<file path="src/rtl/halfpel_interp.sv">
module halfpel_interp #(
  parameter int MAX_W = 17,
  parameter int MAX_H = 17,
  parameter int PW    = 8
) (
  input  logic                       clk,
  input  logic                       rst_n,
  input  logic                       start,
  input  logic [$clog2(MAX_W+1)-1:0] cfg_w,
  input  logic [$clog2(MAX_H+1)-1:0] cfg_h,
  input  logic                       in_valid,
  output logic                       in_ready,
  input  logic [PW-1:0]              in_pix,
  output logic                       out_valid,
  input  logic                       out_ready,
  output logic [PW-1:0]              out_pix
);
  localparam int WW  = $clog2(MAX_W+1);
  localparam int HW  = $clog2(MAX_H+1);
  localparam int OCW = $clog2(2*MAX_W+1);
  localparam int ORW = $clog2(2*MAX_H+1);

  typedef enum logic [1:0] {S_IDLE, S_LOAD, S_EVEN, S_ODD} state_t;

  state_t          st;
  logic [PW-1:0]   line [MAX_W];
  logic [WW-1:0]   w_q, ic;
  logic [HW-1:0]   h_q;
  logic [OCW-1:0]  oc;
  logic [ORW-1:0]  orow;
  logic [PW-1:0]   oa, ob, na, nb;

  function automatic logic [PW-1:0] avg2(input logic [PW-1:0] x, input logic [PW-1:0] y);
    logic [PW:0] s;
    s = {1'b0, x} + {1'b0, y} + (PW+1)'(1);
    return s[PW:1];
  endfunction

  function automatic logic [PW-1:0] avg4(input logic [PW-1:0] x, input logic [PW-1:0] y,
                                         input logic [PW-1:0] u, input logic [PW-1:0] v);
    logic [PW+1:0] s;
    s = {2'b0, x} + {2'b0, y} + {2'b0, u} + {2'b0, v} + (PW+2)'(2);
    return s[PW+1:2];
  endfunction

  logic [OCW-1:0] w2, owed;
  logic [ORW-1:0] h2;
  logic [WW-1:0]  col, nxt;
  logic [PW-1:0]  ea, eb;
  logic           cfg_ok, last_col;

  assign w2       = OCW'({w_q, 1'b0});
  assign h2       = ORW'({h_q, 1'b0});
  assign owed     = (ic == '0) ? '0 : (ic == w_q) ? w2 : OCW'({ic, 1'b0}) - OCW'(1);
  assign col      = WW'(oc >> 1);
  assign nxt      = (col + WW'(1) < w_q) ? col + WW'(1) : col;
  assign ea       = line[col];
  assign eb       = line[nxt];
  assign last_col = (oc == w2 - OCW'(1));
  assign cfg_ok   = (cfg_w != '0) && (int'(cfg_w) <= MAX_W) && (cfg_h != '0) && (int'(cfg_h) <= MAX_H);

  assign in_ready  = (st == S_LOAD) || (st == S_ODD && ic < w_q && oc == owed);
  assign out_valid = (st == S_EVEN) || (st == S_ODD && oc < owed);

  always_comb begin
    if (st == S_EVEN)
      out_pix = oc[0] ? avg2(ea, eb) : ea;
    else if (!oc[0] || last_col)
      out_pix = avg2(ob, nb);
    else
      out_pix = avg4(oa, ob, na, nb);
  end

  always_ff @(posedge clk)
    if (in_valid && in_ready) line[ic] <= in_pix;

  always_ff @(posedge clk) begin
    if (!rst_n) begin
      st   <= S_IDLE;
      w_q  <= '0;
      h_q  <= '0;
      ic   <= '0;
      oc   <= '0;
      orow <= '0;
      oa   <= '0;
      ob   <= '0;
      na   <= '0;
      nb   <= '0;
    end else begin
      case (st)
        S_IDLE: if (start && cfg_ok) begin
          w_q  <= cfg_w;
          h_q  <= cfg_h;
          ic   <= '0;
          oc   <= '0;
          orow <= '0;
          st   <= S_LOAD;
        end
        S_LOAD: if (in_valid) begin
          if (ic == w_q - WW'(1)) begin
            ic <= '0;
            st <= S_EVEN;
          end else ic <= ic + WW'(1);
        end
        S_EVEN: if (out_ready) begin
          if (last_col) begin
            oc   <= '0;
            orow <= orow + ORW'(1);
            ic   <= '0;
            if (orow == h2 - ORW'(1))      st <= S_IDLE;
            else if (orow != h2 - ORW'(2)) st <= S_ODD;
          end else oc <= oc + OCW'(1);
        end
        S_ODD: begin
          if (in_valid && in_ready) begin
            ic <= ic + WW'(1);
            oa <= ob;
            na <= nb;
            ob <= line[ic];
            nb <= in_pix;
          end
          if (out_valid && out_ready) begin
            if (last_col) begin
              oc   <= '0;
              orow <= orow + ORW'(1);
              st   <= S_EVEN;
            end else oc <= oc + OCW'(1);
          end
        end
        default: st <= S_IDLE;
      endcase
    end
  end

  a_r7_out_hold: assert property (@(posedge clk) disable iff (!rst_n)
    out_valid && !out_ready |=> out_valid && $stable(out_pix));

  a_r7_one_side: assert property (@(posedge clk) disable iff (!rst_n)
    !(in_ready && out_valid));

  a_r8_size_kept: assert property (@(posedge clk) disable iff (!rst_n)
    st != S_IDLE |=> $stable(w_q) && $stable(h_q));

  a_r6_frame_end: assert property (@(posedge clk) disable iff (!rst_n)
    st == S_EVEN && out_ready && last_col && orow == h2 - ORW'(1) |=> !out_valid && !in_ready);

  a_r4_diag_bound: assert property (@(posedge clk) disable iff (!rst_n)
    st == S_ODD && out_valid && oc[0] && !last_col |->
      (out_pix <= oa || out_pix <= ob || out_pix <= na || out_pix <= nb) &&
      (out_pix >= oa || out_pix >= ob || out_pix >= na || out_pix >= nb));
endmodule

</file>
<file path="config.mk">
export PLATFORM = sky130hd
export DESIGN_NAME = halfpel_interp
export DESIGN_NICKNAME = d
export VERILOG_FILES = /design/src/rtl/halfpel_interp.sv
export SDC_FILE = /design/constraint.sdc
export NUM_CORES = 1
export LEC_CHECK = 0
export BUFFER_PORTS_ARGS = -buffer_cell sky130_fd_sc_hd__buf_4
export CAP_MARGIN = 40
export CORE_ASPECT_RATIO = 1.2
export CORE_UTILIZATION = 48
export CTS_BUF_LIST = sky130_fd_sc_hd__clkbuf_4 sky130_fd_sc_hd__clkbuf_8
export CTS_CLUSTER_DIAMETER = 150
export DETAILED_ROUTE_END_ITERATION = 6
export GPL_TIMING_DRIVEN = 0
export MAX_ROUTING_LAYER = met4
export PLACE_DENSITY = 0.66
export SYNTH_ARGS = -nofsm -noshare
export SYNTH_HDL_FRONTEND = slang
export SYNTH_SLANG_ARGS = --single-unit
</file>
<file path="constraint.sdc">
create_clock -name clk -period 6 [get_ports clk]
set_clock_uncertainty 0.2 [all_clocks]
set_input_delay 0.9 -clock clk [delete_from_list [all_inputs] [get_ports clk]]
set_output_delay 0.9 -clock clk [all_outputs]
set_load 0.02 [all_outputs]
</file>
Word level (Yosys, flattened, before mapping)
Memory sizes are Yosys's and may differ from the RTL's. A register that Yosys moved wholly into a read port is not among the register bits. Index checks and enable logic that the tools add are counted.

Bits in registers: 53. Bits in writable memories: 136. Input port bits: 23. Output and inout port bits: 10. Word-level logic and storage cells: 110. Memories: 1.

Add/subtract/negate cells: 17. $lt $le $gt $ge: 5. Eq/ne operators: 18. Mux-type cells: 36. Reductions and logical operators: 24.

Memory list: line (depth 17, width 8, read ports 3, clocked after Yosys merged registers in 2, write ports 1, RTL line 26) `logic [PW-1:0] line [MAX_W];`.

Operator list (count): 2-to-1 mux 6 bit (9); 2-to-1 mux 5 bit (9); case mux 6 bit (3 select lines) (2); adder 8 x 8 -> 9 bit (3); 2-to-1 mux 8 bit (3); case mux 5 bit (4 select lines) (1); adder 9 x 1 -> 9 bit, second input constant (2); == test 6 bit (3); 2-to-1 mux 2 bit (9); subtractor 6 x 1 -> 6 bit, second input constant (3); adder 6 x 1 -> 6 bit, second input constant (2); adder 10 x 2 -> 10 bit, second input constant (1); adder 10 x 8 -> 10 bit (1); adder 5 x 1 -> 5 bit, second input constant (2); adder 9 x 8 -> 10 bit (1); == test 5 bit (2); less-or-equal comparator 5 bit, second input constant (2); < comparator 5 bit (2); != test 2 bit, second input constant (5); nonzero test 5 bit (2); logical AND 1 bit (9); case mux 2 bit (4 select lines) (1); AND reduction 8 bit (1); < comparator 6 bit (1); 16 further kinds (24).

Depth between registers and ports, before layout
Depth after elaboration: 11. Gate-level depth with buffers: 24. Gate-level depth less buffers: 22.

Worst setup path after synthesis
OpenSTA, ideal clock, no wires.

Path type: register to output. Start: register oc[1]. End: output out_pix[5]. Data arrival time: 5507 ps. Required time: 4900 ps. Setup slack: -607 ps. Cell stages (with the launch flop): 24. Buffers on the path: 3. Cells stage by stage: dfxtp_1 > buf_4 > nand3_1 > or2_1 > nand2_1 > ha_1 > a21o_1 > a21oi_1 > and2_1 > buf_4 > mux2i_2 > clkbuf_1 > mux4_2 > mux4_2 > mux2_2 > ha_1 > nor2b_1 > o21ai_0 > a21boi_0 > o21a_1 > nor2_1 > xnor2_1 > nand2_1 > a31oi_1.

Longest elaborated chain between the ends: 8. Elaborated cells between the ends (all ways): 11. Classes of those cells: 3 x add/sub; 1 x order compare; 1 x eq/ne; 4 x mux; 1 x reduce/logical; 1 x memory.

RTL lines: from (decl) (RTL line 29) `logic [OCW-1:0] oc;`; from (signal assigned) (RTL line 112) `end else oc <= oc + OCW'(1);`; from (signal assigned) (RTL line 127) `end else oc <= oc + OCW'(1);`; adder 5 x 1 -> 5 bit (RTL line 56) `assign nxt = (col + WW'(1) < w_q) ? col + WW'(1) : col;`; < comparator 5 bit (RTL line 56); 2-to-1 mux 5 bit (RTL line 56); memory read (17 x 8 bit); adder 8 x 8 -> 9 bit (RTL line 35) `s = {1'b0, x} + {1'b0, y} + (PW+1)'(1);`; adder 9 x 1 -> 9 bit (RTL line 35); 2-to-1 mux 8 bit (RTL line 67) `out_pix = oc[0] ? avg2(ea, eb) : ea;`; 2-to-1 mux 8 bit (*) (RTL line 66) `if (st == S_EVEN)`; to (decl) (RTL line 16) `output logic [PW-1:0] out_pix`.

Mark *: on every way between the ends. The rest lies on a longest branch, timed or not.

Worst setup path after layout
Start: register oc[2]. End: output out_pix[6].

Same word-level chain as after synthesis.

==> results.md <==
* Row cnt at 64
* Int Power at 0.002439 W
* Commonest non-fill, non-tap cell in the layout: edfxtp_1
* Post-synth ARST share at 0
* Clk slew on worst S/H paths at 0.06 ns
* TritonRoute pass-1 iters at 5
* Fin Setup TNS at -2.862 ns
* Synth Area per Inst at 12.67 um2
* Area growth from synthesis to layout at 17.55%
* Worst Hold Class: flop to flop
* Number of synthesized flops with an enable pin at 136
* All-Layer GR Usage at 0.2854
* Comb power frac at 0.093
* Dpl ws at -1.106 ns
* Sequential element share of the synthesized area at 0.4297
* Clk_lat worst skew at 0.55 ns
* PortBufs at 31
* RSZ-0062 raised after global routing: yes
* CTS tree: yes
* Outcome: finished, violations left
* Final Hold Slack at 0.2690 ns
* GPL Wtd Cong at 0.8925
* Max Freq at 0.1500 GHz
* Worst Path Required at 4.90 ns
* DP Wirelength at 25820 um
* Fillcell total at 2054
* Failing checks: setup timing
* Crit-path max FO at 7
* I/O pins at 33
* Fin crit share at 1.111
* # setup viols final at 6
* Critical Path End Type: primary output
* Post-Syn Area at 12580 um2
* Via density at 6.265
* Most frequent cells in the layout: 136 x edfxtp_1, 110 x mux4_2, 104 x nand2_1
* Max Buffers Root-to-Sink at 3
* Lkg Pwr at 5.368 nW
* Synthesized flop and latch total at 202
* Clock root buffer: clkbuf_8
* Final hold violations at 0
* Synth Warn # at 0
* Switching share of total power at 0.2428
* Synth unique cells at 71
* Worst Slack Setup Final at -0.6662 ns
* Worst Setup Path Type: flop to primary output
* Initial Utilization at 0.4909
* CTS Sinks at 202
* R2R depth at 17
* Cells after Synth at 993
* Crit path time final at 6.666 ns
* Worst IR drop on VDD at 0.1578 mV
* Final Power at 0.003221 W
* Hold Path Stages at 2
* # hold bufs at CTS at 0
* Die area at 26860 um2
* Area after DPL at 13590 um2
* Final WL at 36040 um
* Ys flop type: edfxtp_1
* Share of cells above drive strength 1 at 0.2857
* Fin area at 14790 um2
* Sw Pwr at 0.0007823 W
* CP startpoint kind: flop
* First-pass GRT wire length at 54070 um
* Slew headroom at 0.4490
* GR Overflow Total at 0
* Syn Nets at 1082
* Starting DRT DRC Count at 947
* Antenna violations before repair at 0
* Core Region at 25620 um2
* Fin nets at 1202
* Number of remaining DRC errors at 0
* Antenna viol nets, final at 0
* Die width at 149.8 um
* Seq pwr share at 0.463
* Slew Viols, Final at 0
* H-tree levels at 2
* Total number of vias at 9216
* Max cap viols at 0
* Total CTS buffers at 36
* Vias in the first global route at 9191
* Worst slew pin tran at 0.8227 ns
* Critical Path AT at 5.57 ns
* Ant diodes at 0
* Pwr Density at 217.8 nW/um2
* Clock network power share at 0.443
* Die H at 179.3 um
* Pin count of the biggest net entering global routing at 19
* DR WL/cell at 24.50 um
[registers in the layout, indices dropped and copies added, names as in the netlist, named ones only]
signal,count
na,8
oc,6
h_q,5
oa,8
w_q,5
ic,5
st,2
ob,8
nb,8
line,136
orow,6
[cell usage after synthesis, types with 5 or more instances]
cell | number | area, um2
and3_1 | 5 | 31.28
nand2_1 | 105 | 394.1
nor2_1 | 54 | 202.7
nor2b_1 | 23 | 143.9
a21boi_1 | 30 | 225.2
buf_2 | 10 | 50.05
nand3_1 | 20 | 100.1
a21boi_0 | 5 | 37.54
a21o_1 | 8 | 60.06
a21oi_1 | 37 | 185.2
and2_1 | 6 | 37.54
nand4_1 | 8 | 50.05
ha_1 | 49 | 613.1
o21ai_0 | 15 | 75.07
o211ai_1 | 15 | 112.6
fa_1 | 17 | 340.3
inv_1 | 33 | 123.9
clkbuf_1 | 40 | 150.1
nor3_1 | 14 | 70.07
o21ai_1 | 5 | 25.02
nand3b_1 | 7 | 52.55
mux2i_1 | 17 | 170.2
a211oi_1 | 5 | 37.54
xor2_1 | 20 | 175.2
a31oi_1 | 10 | 62.56
edfxtp_1 | 136 | 4084
mux4_2 | 110 | 2477
dfxtp_1 | 66 | 1321
xnor2_1 | 24 | 210.2
nand2b_1 | 9 | 56.30
mux2_2 | 15 | 168.9
o211a_1 | 9 | 90.09
[cells by family after synthesis]
logic type,count (synthesis),share of synthesized area
muxes,147,0.2333
adders and majority gates,66,0.07579
buffers and inverters,95,0.03302
xor gates and xnor gates,47,0.03541
and+or+nand+nor,270,0.1012
AOI/OAI and AO/OA,166,0.09161
DFF,202,0.4297
[layer usage]
metal  wire length, um  GRT usage  part of all wire  vias to the layer above
met2             17520     0.4587              0.49                      456
met4              1884     0.1448             0.052                        0
met5                 0          -                 0                        -
met3              2543    0.04608             0.071                      123
met1             14090     0.3496              0.39                     4578
li1                  -          -                 -                     4059
[power by group through the flow]
stage	registers [W]	clock network, W	logic (W)
after floorplan	0.00152	0	0.000179
after global placement	0.00152	0	0.000252
after detailed placement	0.00152	0	0.000256
after CTS	0.00149	0.00145	0.000289
after global routing	0.00149	0.00150	0.000322
final	0.00149	0.00143	0.000300
[timing repair]
item	4_1_cts	5_1_grt
pin swaps	21	18
gates cloned	0	0
buffers inserted	27	3
gates resized for setup	32	14
setup endpoints to repair	8	8
[worst paths after layout]
check | startpoint | to | slack, ns
setup / recovery | oc[2] | out_pix[6] | -0.67
hold / removal | oa[1] | oa[1] | 0.27
setup reg to reg | ic[0] | oc[2] | 0.41
hold reg to reg | oa[1] | oa[1] | 0.27
[area by class of cell]
type / instances / area [um2] / area share
Buffer: 59 / 340.3 / 0.02301
Clock inverter: 22 / 230.2 / 0.01557
Inverter: 34 / 127.6 / 0.008630
Multi-Input combinational cell: 696 / 6965 / 0.4710
Clock buffer: 44 / 555.5 / 0.03757
Timing Repair Buffer: 84 / 740.7 / 0.05009
Sequential cell: 202 / 5415 / 0.3662
Tap cell: 330 / 412.9 / 0.02792
[per-stage QoR]
stage               cells    util
floorplan             993       -
global placement     1354  0.5210
finish               1471  0.5771
CTS                  1469  0.5739
detailed placement   1377  0.5304
global route         1471  0.5771
[worst max-delay path: stages, from the launching register on]
cell      delay [ns]
dfxtp_4         0.39
buf_8           0.11
nand3_4         0.07
or2_1           0.24
nand2_2         0.10
ha_4            0.20
a21o_1          0.16
a21oi_2         0.15
and2_4          0.23
xnor2_4         0.14
buf_12          0.15
buf_12          0.13
mux4_2          0.54
mux4_2          0.49
mux2_4          0.29
ha_4            0.23
buf_4           0.13
o311a_4         0.13
o41a_1          0.39
a2111o_1        0.42
a41oi_4         0.18
buf_6           0.15
(Power assumes the default switching activity.)
